`config.mk`:
```
export PLATFORM = sky130hd
export DESIGN_NAME = adc_frame_ctrl
export DESIGN_NICKNAME = d
export VERILOG_FILES = /design/src/rtl/afc_pkg.sv /design/src/rtl/afc_sclk_gen.sv /design/src/rtl/afc_rx_capture.sv /design/src/rtl/adc_frame_ctrl.sv
export SDC_FILE = /design/constraint.sdc
export NUM_CORES = 1
export LEC_CHECK = 0
export BUFFER_PORTS_ARGS = -buffer_cell sky130_fd_sc_hd__buf_4
export CAP_MARGIN = 10
export CORE_MARGIN = 2
export CORE_UTILIZATION = 40
export DETAILED_ROUTE_END_ITERATION = 8
export MAX_ROUTING_LAYER = met4
export PLACE_DENSITY_LB_ADDON = 0.12
export SKIP_CTS_REPAIR_TIMING = 1
export SYNTH_ARGS = -nofsm -noshare
export SYNTH_HDL_FRONTEND = slang
export SYNTH_HIERARCHICAL = 1
export SYNTH_SLANG_ARGS = --single-unit
```
`constraint.sdc`:
```
create_clock -name clk -period 5 [get_ports clk]
set_input_delay 0.25 -clock clk [delete_from_list [all_inputs] [get_ports clk]]
set_output_delay 0.25 -clock clk [all_outputs]
set_load 0.01 [all_outputs]
```
`src/rtl/afc_pkg.sv`:
```
package afc_pkg;
    localparam int unsigned AFC_CMD_W     = 4;
    localparam int unsigned AFC_CFG_W     = 12;
    localparam int unsigned AFC_RES_W     = 14;
    localparam int unsigned AFC_SHORT_SMP = 12;
    localparam int unsigned AFC_LONG_SMP  = 44;
    localparam int unsigned AFC_EXT_CONV  = 72;

    typedef enum logic [2:0] {
        AFC_IDLE,
        AFC_GAP,
        AFC_SHIFT,
        AFC_CONV_EXT,
        AFC_CONV_INT
    } afc_state_e;
endpackage

```
`src/rtl/afc_sclk_gen.sv`:
```
module afc_sclk_gen #(
    parameter int unsigned HALF = 2
) (
    input  logic clk,
    input  logic rst_n,
    input  logic run,
    output logic sclk_o,
    output logic fall_o
);
    logic tick;
    logic sclk_d, sclk_q;

    generate
        if (HALF == 1) begin : g_nodiv
            assign tick = run;
        end else begin : g_div
            localparam int unsigned W = $clog2(HALF);
            logic [W-1:0] cnt_d, cnt_q;

            always_comb begin
                cnt_d = cnt_q;
                if (!run || cnt_q == W'(HALF - 1)) cnt_d = '0;
                else                               cnt_d = cnt_q + 1'b1;
            end

            always_ff @(posedge clk or negedge rst_n) begin
                if (!rst_n) cnt_q <= '0;
                else        cnt_q <= cnt_d;
            end

            assign tick = run && (cnt_q == W'(HALF - 1));
        end
    endgenerate

    always_comb begin
        sclk_d = 1'b0;
        if (run) sclk_d = tick ? ~sclk_q : sclk_q;
    end

    always_ff @(posedge clk or negedge rst_n) begin
        if (!rst_n) sclk_q <= 1'b0;
        else        sclk_q <= sclk_d;
    end

    assign sclk_o = sclk_q;
    assign fall_o = tick && sclk_q;
endmodule

```
`src/rtl/afc_rx_capture.sv`:
```
module afc_rx_capture #(
    parameter int unsigned RES_W = 14
) (
    input  logic             clk,
    input  logic             rst_n,
    input  logic             clr,
    input  logic             sample,
    input  logic             sdo,
    output logic [RES_W-1:0] data_o,
    output logic             valid_o
);
    localparam int unsigned CW = $clog2(RES_W + 1);

    typedef struct packed {
        logic [RES_W-1:0] data;
        logic [CW-1:0]    cnt;
        logic             valid;
    } rx_t;

    rx_t r_d, r_q;

    always_comb begin
        r_d       = r_q;
        r_d.valid = 1'b0;
        if (clr) begin
            r_d.cnt = '0;
        end else if (sample && r_q.cnt != CW'(RES_W)) begin
            r_d.data = {r_q.data[RES_W-2:0], sdo};
            r_d.cnt  = r_q.cnt + 1'b1;
            if (r_q.cnt == CW'(RES_W - 1)) r_d.valid = 1'b1;
        end
    end

    always_ff @(posedge clk or negedge rst_n) begin
        if (!rst_n) r_q <= '0;
        else        r_q <= r_d;
    end

    assign data_o  = r_q.data;
    assign valid_o = r_q.valid;
endmodule

```
`src/rtl/adc_frame_ctrl.sv`:
```
module adc_frame_ctrl
    import afc_pkg::*;
#(
    parameter int unsigned SCLK_HALF     = 2,
    parameter int unsigned CS_FS_GAP     = 3,
    parameter int unsigned INT_CONV_WAIT = 50
) (
    input  logic                 clk,
    input  logic                 rst_n,
    input  logic                 start_i,
    input  logic [AFC_CMD_W-1:0] cmd_i,
    input  logic [AFC_CFG_W-1:0] cfg_i,
    input  logic                 cfg_en_i,
    input  logic                 fs_mode_i,
    input  logic                 long_smp_i,
    input  logic                 ext_clk_i,
    output logic                 busy_o,
    output logic [AFC_RES_W-1:0] result_o,
    output logic                 result_valid_o,
    output logic                 adc_cs_n,
    output logic                 adc_fs,
    output logic                 adc_sclk,
    output logic                 adc_sdi,
    input  logic                 adc_sdo
);
    localparam int unsigned FRAME_W   = AFC_CMD_W + AFC_CFG_W;
    localparam int unsigned SHORT_LEN = AFC_CMD_W + AFC_SHORT_SMP;
    localparam int unsigned LONG_LEN  = AFC_CMD_W + AFC_LONG_SMP;
    localparam int unsigned BIT_MAX   = (LONG_LEN > AFC_EXT_CONV) ? LONG_LEN : AFC_EXT_CONV;
    localparam int unsigned BIT_W     = $clog2(BIT_MAX + 1);
    localparam int unsigned WAIT_MAX  = (INT_CONV_WAIT > CS_FS_GAP) ? INT_CONV_WAIT : CS_FS_GAP;
    localparam int unsigned WAIT_W    = $clog2(WAIT_MAX + 1);

    typedef struct packed {
        afc_state_e         st;
        logic [BIT_W-1:0]   bits;
        logic [WAIT_W-1:0]  wt;
        logic [FRAME_W-1:0] tx;
        logic               cs_n;
        logic               fs;
        logic               lng;
        logic               ext;
    } ctrl_t;

    localparam ctrl_t CTRL_RST = '{
        st: AFC_IDLE, bits: '0, wt: '0, tx: '0,
        cs_n: 1'b1, fs: 1'b1, lng: 1'b0, ext: 1'b0
    };

    ctrl_t            r_d, r_q;
    logic             sclk_run;
    logic             sclk_fall;
    logic             rx_clr;
    logic             rx_sample;
    logic [BIT_W-1:0] frame_last;

    assign sclk_run   = (r_q.st == AFC_SHIFT) || (r_q.st == AFC_CONV_EXT);
    assign frame_last = r_q.lng ? BIT_W'(LONG_LEN - 1) : BIT_W'(SHORT_LEN - 1);
    assign rx_sample  = sclk_fall && (r_q.st == AFC_SHIFT);

    afc_sclk_gen #(.HALF(SCLK_HALF)) u_sclk (
        .clk    (clk),
        .rst_n  (rst_n),
        .run    (sclk_run),
        .sclk_o (adc_sclk),
        .fall_o (sclk_fall)
    );

    afc_rx_capture #(.RES_W(AFC_RES_W)) u_rx (
        .clk     (clk),
        .rst_n   (rst_n),
        .clr     (rx_clr),
        .sample  (rx_sample),
        .sdo     (adc_sdo),
        .data_o  (result_o),
        .valid_o (result_valid_o)
    );

    always_comb begin
        r_d    = r_q;
        rx_clr = 1'b0;
        unique case (r_q.st)
            AFC_IDLE: begin
                if (start_i) begin
                    r_d.tx   = {cmd_i, (cfg_en_i ? cfg_i : {AFC_CFG_W{1'b0}})};
                    r_d.cs_n = 1'b0;
                    r_d.fs   = 1'b1;
                    r_d.bits = '0;
                    r_d.wt   = '0;
                    r_d.lng  = long_smp_i;
                    r_d.ext  = ext_clk_i;
                    r_d.st   = fs_mode_i ? AFC_GAP : AFC_SHIFT;
                    rx_clr   = 1'b1;
                end
            end
            AFC_GAP: begin
                if (r_q.wt == WAIT_W'(CS_FS_GAP - 1)) begin
                    r_d.wt = '0;
                    r_d.fs = 1'b0;
                    r_d.st = AFC_SHIFT;
                end else begin
                    r_d.wt = r_q.wt + 1'b1;
                end
            end
            AFC_SHIFT: begin
                if (sclk_fall) begin
                    r_d.tx = {r_q.tx[FRAME_W-2:0], 1'b0};
                    r_d.fs = 1'b1;
                    if (r_q.bits == frame_last) begin
                        r_d.bits = '0;
                        r_d.st   = r_q.ext ? AFC_CONV_EXT : AFC_CONV_INT;
                    end else begin
                        r_d.bits = r_q.bits + 1'b1;
                    end
                end
            end
            AFC_CONV_EXT: begin
                if (sclk_fall) begin
                    if (r_q.bits == BIT_W'(AFC_EXT_CONV - 1)) begin
                        r_d.bits = '0;
                        r_d.cs_n = 1'b1;
                        r_d.st   = AFC_IDLE;
                    end else begin
                        r_d.bits = r_q.bits + 1'b1;
                    end
                end
            end
            AFC_CONV_INT: begin
                if (r_q.wt == WAIT_W'(INT_CONV_WAIT - 1)) begin
                    r_d.wt   = '0;
                    r_d.cs_n = 1'b1;
                    r_d.st   = AFC_IDLE;
                end else begin
                    r_d.wt = r_q.wt + 1'b1;
                end
            end
            default: r_d = CTRL_RST;
        endcase
    end

    always_ff @(posedge clk or negedge rst_n) begin
        if (!rst_n) r_q <= CTRL_RST;
        else        r_q <= r_d;
    end

    assign adc_cs_n = r_q.cs_n;
    assign adc_fs   = r_q.fs;
    assign adc_sdi  = r_q.tx[FRAME_W-1];
    assign busy_o   = ~r_q.cs_n;
endmodule

```
=== After elaboration in Yosys (flattened, before gate mapping) ===
Index checks and enable logic that the tools add are counted.
W data, S select, Z words.

* Register bits after elaboration: 57
* Input bits: 24
* Output and inout port bits: 20
* Word-level logic and storage cells: 104

* $add $sub $neg: 4
* Equality and inequality tests: 18
* Multiplexer cells: 37
* Bitwise gates (word level): 9
* Reduce and logical (&&, ||, !) cells: 23

{| class="wikitable"
|+ Operators with widths
! kind !! number
|-
| $pmux W16 S3 || 1
|-
| $mux W36 || 1
|-
| $pmux W7 S4 || 1
|-
| $pmux W6 S4 || 1
|-
| $mux W10 || 2
|-
| $mux W6 || 3
|-
| $mux W16 || 1
|-
| $mux W3 || 5
|-
| $pmux W3 S5 || 1
|-
| $mux W7 || 2
|-
| $mux W1 || 12
|-
| $mux W12 || 1
|-
| $ne A2 B2 Y1 const B || 6
|-
| $not A1 Y1 || 9
|-
| $pmux W1 S4 || 2
|-
| $reduce_and A4 Y1 || 2
|-
| $reduce_or A2 Y1 || 4
|-
| $add A7 B1 Y7 const B || 1
|-
| $eq A7 B6 Y1 || 1
|-
| $eq A7 B7 Y1 const B || 1
|-
| $reduce_and A7 Y1 || 1
|-
| $add A6 B1 Y6 const B || 1
|-
| $eq A3 B2 Y1 const B || 2
|-
| $eq A6 B2 Y1 const B || 1
|-
| other kinds (22) || 29
|}

=== Depth between registers and ports, before layout ===
* Depth after elaboration: 8
* Mapped depth: 9
* Gate-level depth less buffers: 7

=== Hierarchy ===
Netlist, hierarchy kept.

{| class="wikitable"
|+ Modules (own cells, without submodules)
! module !! instances !! cells an instance !! area an instance (um2) !! sequential area each (um2)
|-
| adc_frame_ctrl || 1 || 200 || 2,021.9 || 903.4
|-
| afc_rx_capture || 1 || 72 || 975.9 || 475.5
|-
| afc_sclk_gen || 1 || 6 || 81.3 || 50.0
|}

=== Worst setup path after synthesis ===
Ideal clock, no wire load.

* Path type: register -> register
* Start: register r_q[35] (netlist name)
* End: register r_q, in the netlist adc_sdi
* Library setup time: 0.125 ns
* Arrival: 2.183 ns
* Required time: 4.875 ns
* Setup slack: 2.693 ns
* Cell stages (with the launch flop): 9
* Buffers on the path: 2
* Clock period less this slack: 2.307 ns
* Cells stage by stage: dfrtp_1 nand2b_1 clkbuf_1 inv_1 and3_2 a211oi_1 a311oi_2 buf_2 mux2_2

{| class="wikitable"
|+ RTL lines
! what !! line !! source
|-
| to (signal assigned) || adc_frame_ctrl.sv:143 || <nowiki>else r_q <= r_d;</nowiki>
|-
| to (decl) || adc_frame_ctrl.sv:50 || <nowiki>ctrl_t r_d, r_q;</nowiki>
|}

==> metrics.md <==
| Metric | Value |
|---|---|
| Peak fanout along the critical path | 16 |
| H-tree level count | 3 |
| Layout cells sized above 1 | a little under a third |
| Post-synthesis instance area | between 0.003 and 0.004 mm² |
| Setup tns final | 0 ns |
| Die H | between 90 and 100 µm |
| VDD IR max | approximately 0.095 mV |
| Rel. slew slack | roughly 28% |
| Fill cells | 703 |
| Most frequent cells in the layout | dfrtp_1, buf_4, nand2_1 |
| ANT nets after route | 0 |
| CP required | 5.24 ns |
| Port bufs | 43 |
| Hold Crit Class | in -> async |
| DR DRC count | 0 |
| Sequential Area | approximately 0.0014 mm² |
| Worst path cell trace | nand2b_1 > inv_1 > and3_2 > nand2_1 > and3_1 > or4_1 > a32oi_1 |
| Leakage power | ~1.7 nW |
| Synth cell types | 53 |
| Crit path DAT | 2.74 ns |
| Iter 0 DRT Violations | around 120 |
| Final WS setup | about 2.5 ns |
| Most common cell after layout, fill and taps aside | dfrtp_1 |
| Post-synthesis sequential area ratio | 46.4% |
| Final Util | between 40% and 50% |
| Worst Skew | approximately 0.0069 ns |
| Sw frac | 21.9% |
| RSZ-0062 raised after global routing | false |
| Max cap viols | 0 |
| Type of the worst setup path | reg -> reg |
| Die area | around 0.0084 mm² |
| Largest net degree at the start of global routing | a little under 60 |
| Worst slack, placed | around 2.6 ns |
| Ant. Diodes | 0 |
| Finished Layout Cells | 412 |
| Site row count | 31 |
| Routed vias/inst | 5.25 |
| Final non-filler cell area | ~0.0035 mm² |
| Die Wd | ~90 µm |
| Routability cong. | between 0.7 and 0.8 |
| Post-Syn Nets | about 310 |
| Clk buf depth | 2 |
| CTS tree | yes |
| Net Sw Power | 0.190 mW |
| Remaining Overflow, GRT | 0 |
| Worst Tran Pin Value | 1.05 ns |
| Clk pwr share | a little over two fifths |
| Area Overhead vs Synth | 14.8% |
| Worst Setup End Kind | register |
| Failing checks | negative hold slack |
| Sequential power share | 53.8% |
| Initial antenna violation count | 0 |
| Crit-path max cell delay | ~0.6 ns |
| Slowest CP cell | dfrtp_1 |
| Placed cells | between 300 and 400 |
| Part of the power in combinational logic | about 3.3% |
| First-pass GRT wire length | between 10,000 and 15,000 µm |
| CP startpoint kind | register |
| Ports | 44 |
| Nets@finish | about 340 |
| Pre-antenna DRT Iters | 5 |
| Clk sinks | 57 |
| Slew Viols, Final | 0 |
| Area of the multi-input gates | approximately 0.0014 mm² |
| Vias in the first global route | about 2,200 |
| Fmax | around 400 MHz |
| Setup violators final | 0 |
| Delay-heaviest family, CP | simple AND/OR/NAND/NOR gates |
| Drt wl/cell | roughly 14 µm |
| Cell area after placement | roughly 0.0034 mm² |
| EDFF count, synth | 0 |
| CP bufs+invs | 1 |
| Routed WL | between 5000 and 6000 µm |
| WHS | -0.0196 ns |
| Clk_lat worst skew | approximately 0.32 ns |
| Cell count after synthesis | between 200 and 300 |
| Tmin final | 2.50 ns |
| Cts bufs inserted | 9 |
| Synthesized area per cell | 11.1 µm² |
| Post-synthesis register bit count | 57 |
| Tot Pwr | 0.866 mW |
| Power per cell area | between 200 and 250 mW/mm² |
| Crit share post-route | between 50 and 60% |
| Top FF cell, synth | dfrtp_1 |
| Internal | roughly 0.68 mW |
| Status | finished with violations |
| Detailed-route via count | 2,162 |
| Core ar. | 0.00737 mm² |
| Root Driver | clkbuf_8 |
| FFs w/ async S/R, synth | 100% |
| Final Hold Viols | 24 |
| Total track usage | ~16% |
| YS warnings | 6 |
| Clock transition at path regs | around 0.070 ns |
| Hpwl dp | between 4000 and 5000 µm |
| Initial core utilization | between 40% and 50% |
[power groups by stage]
stage               sequential [mW]  combinational [mW]  clock [mW]
floorplan                     0.474             0.00505           0
global placement              0.474              0.0298           0
detailed placement            0.474              0.0298           0
CTS                           0.466              0.0298       0.390
global route                  0.466              0.0333       0.410
finish                        0.466              0.0287       0.372
[area by class of cell]
class	instances	share of cell area, %
Clock buffer	11	4.28
Clock inverter	3	0.496
Inverter	13	1.38
Multi-Input combinational cell	184	40.3
Sequential cell	57	40.4
Tap cell	99	3.51
Timing Repair Buffer	45	9.56
[flip-flops by register name (all words and copies together), names as in the netlist]
register	cells
u_sclk/g_div.cnt_q	1
u_rx/data_o	14
u_rx/r_q	4
u_rx/valid_o	1
r_q	33
adc_fs	1
u_sclk/sclk_o	1
adc_cs_n	1
adc_sdi	1
[routing by layer]
layer	track usage [%]	up-vias	part of all wire, %	routed length, µm
met5	-	-	0	0
met4	6.34	0	1.2	73
met3	3.53	7	3.6	212
met2	23.8	40	46	2730
met1	21.0	1053	49	2920
li1	-	1062	-	-
[worst paths after layout]
path	cells after the start	end	startpoint	slack, ns
min reg2reg	2	adc_fs	adc_fs	0.50
min	1	r_q[23]	rst_n	-0.02
max reg2reg	7	r_q[31]	r_q[34]	2.50
min in group clk	2	u_rx/data_o[0]	adc_sdo	0.16
max	7	r_q[31]	r_q[34]	2.50
max in group asynchronous	1	r_q[32]	rst_n	4.54
[kinds of logic (layout without fill, tap and decap cells)]
group                      count (synthesis)  after routing  share of synthesized area, %
AOI/OAI and AO/OA                         68             68                          16.3
xor gates and xnor gates                   5              5                          1.42
adders and majority gates                  7              7                          2.84
buffers and inverters                     37             72                          7.31
DFF                                       57             57                          46.4
muxes                                     32             32                          12.7
and+or+nand+nor                           72             72                          13.0
[synth_stat cells, types with 2 or more instances]
| cell | instances | area [µm²] |
|---|---|---|
| a2111oi_0 | 2 | 17.5 |
| a211oi_1 | 4 | 30.0 |
| a21oi_1 | 6 | 30.0 |
| a22o_1 | 15 | 131 |
| a311oi_1 | 5 | 43.8 |
| a31oi_1 | 4 | 25.0 |
| and2_1 | 6 | 37.5 |
| and3_1 | 2 | 12.5 |
| and3_2 | 2 | 15.0 |
| buf_2 | 5 | 25.0 |
| buf_4 | 15 | 113 |
| clkbuf_1 | 2 | 7.51 |
| dfrtp_1 | 55 | 1380 |
| dfstp_2 | 2 | 52.6 |
| ha_1 | 7 | 87.6 |
| inv_1 | 13 | 48.8 |
| mux2_2 | 20 | 225 |
| mux2_4 | 9 | 135 |
| mux2i_1 | 3 | 30.0 |
| nand2_1 | 23 | 86.3 |
| nand2b_1 | 4 | 25.0 |
| nand3_1 | 5 | 25.0 |
| nor2_1 | 13 | 48.8 |
| nor2b_1 | 2 | 12.5 |
| nor3_1 | 2 | 10.0 |
| nor4_1 | 2 | 12.5 |
| nor4bb_1 | 2 | 20.0 |
| o21a_1 | 2 | 15.0 |
| o21ai_0 | 12 | 60.1 |
| o22ai_1 | 3 | 18.8 |
| o31ai_1 | 6 | 45.0 |
| xnor2_1 | 2 | 17.5 |
| xor2_1 | 3 | 26.3 |
[worst register-to-register path, cell delays in order, from the launching register on]
cell and delay, ns:
dfrtp_1 0.61, nand2b_1 0.28, inv_1 0.18, and3_2 0.26
nand2_1 0.10, and3_1 0.30, or4_1 0.54, a32oi_1 0.17
Power figures use the tool's default switching activity.
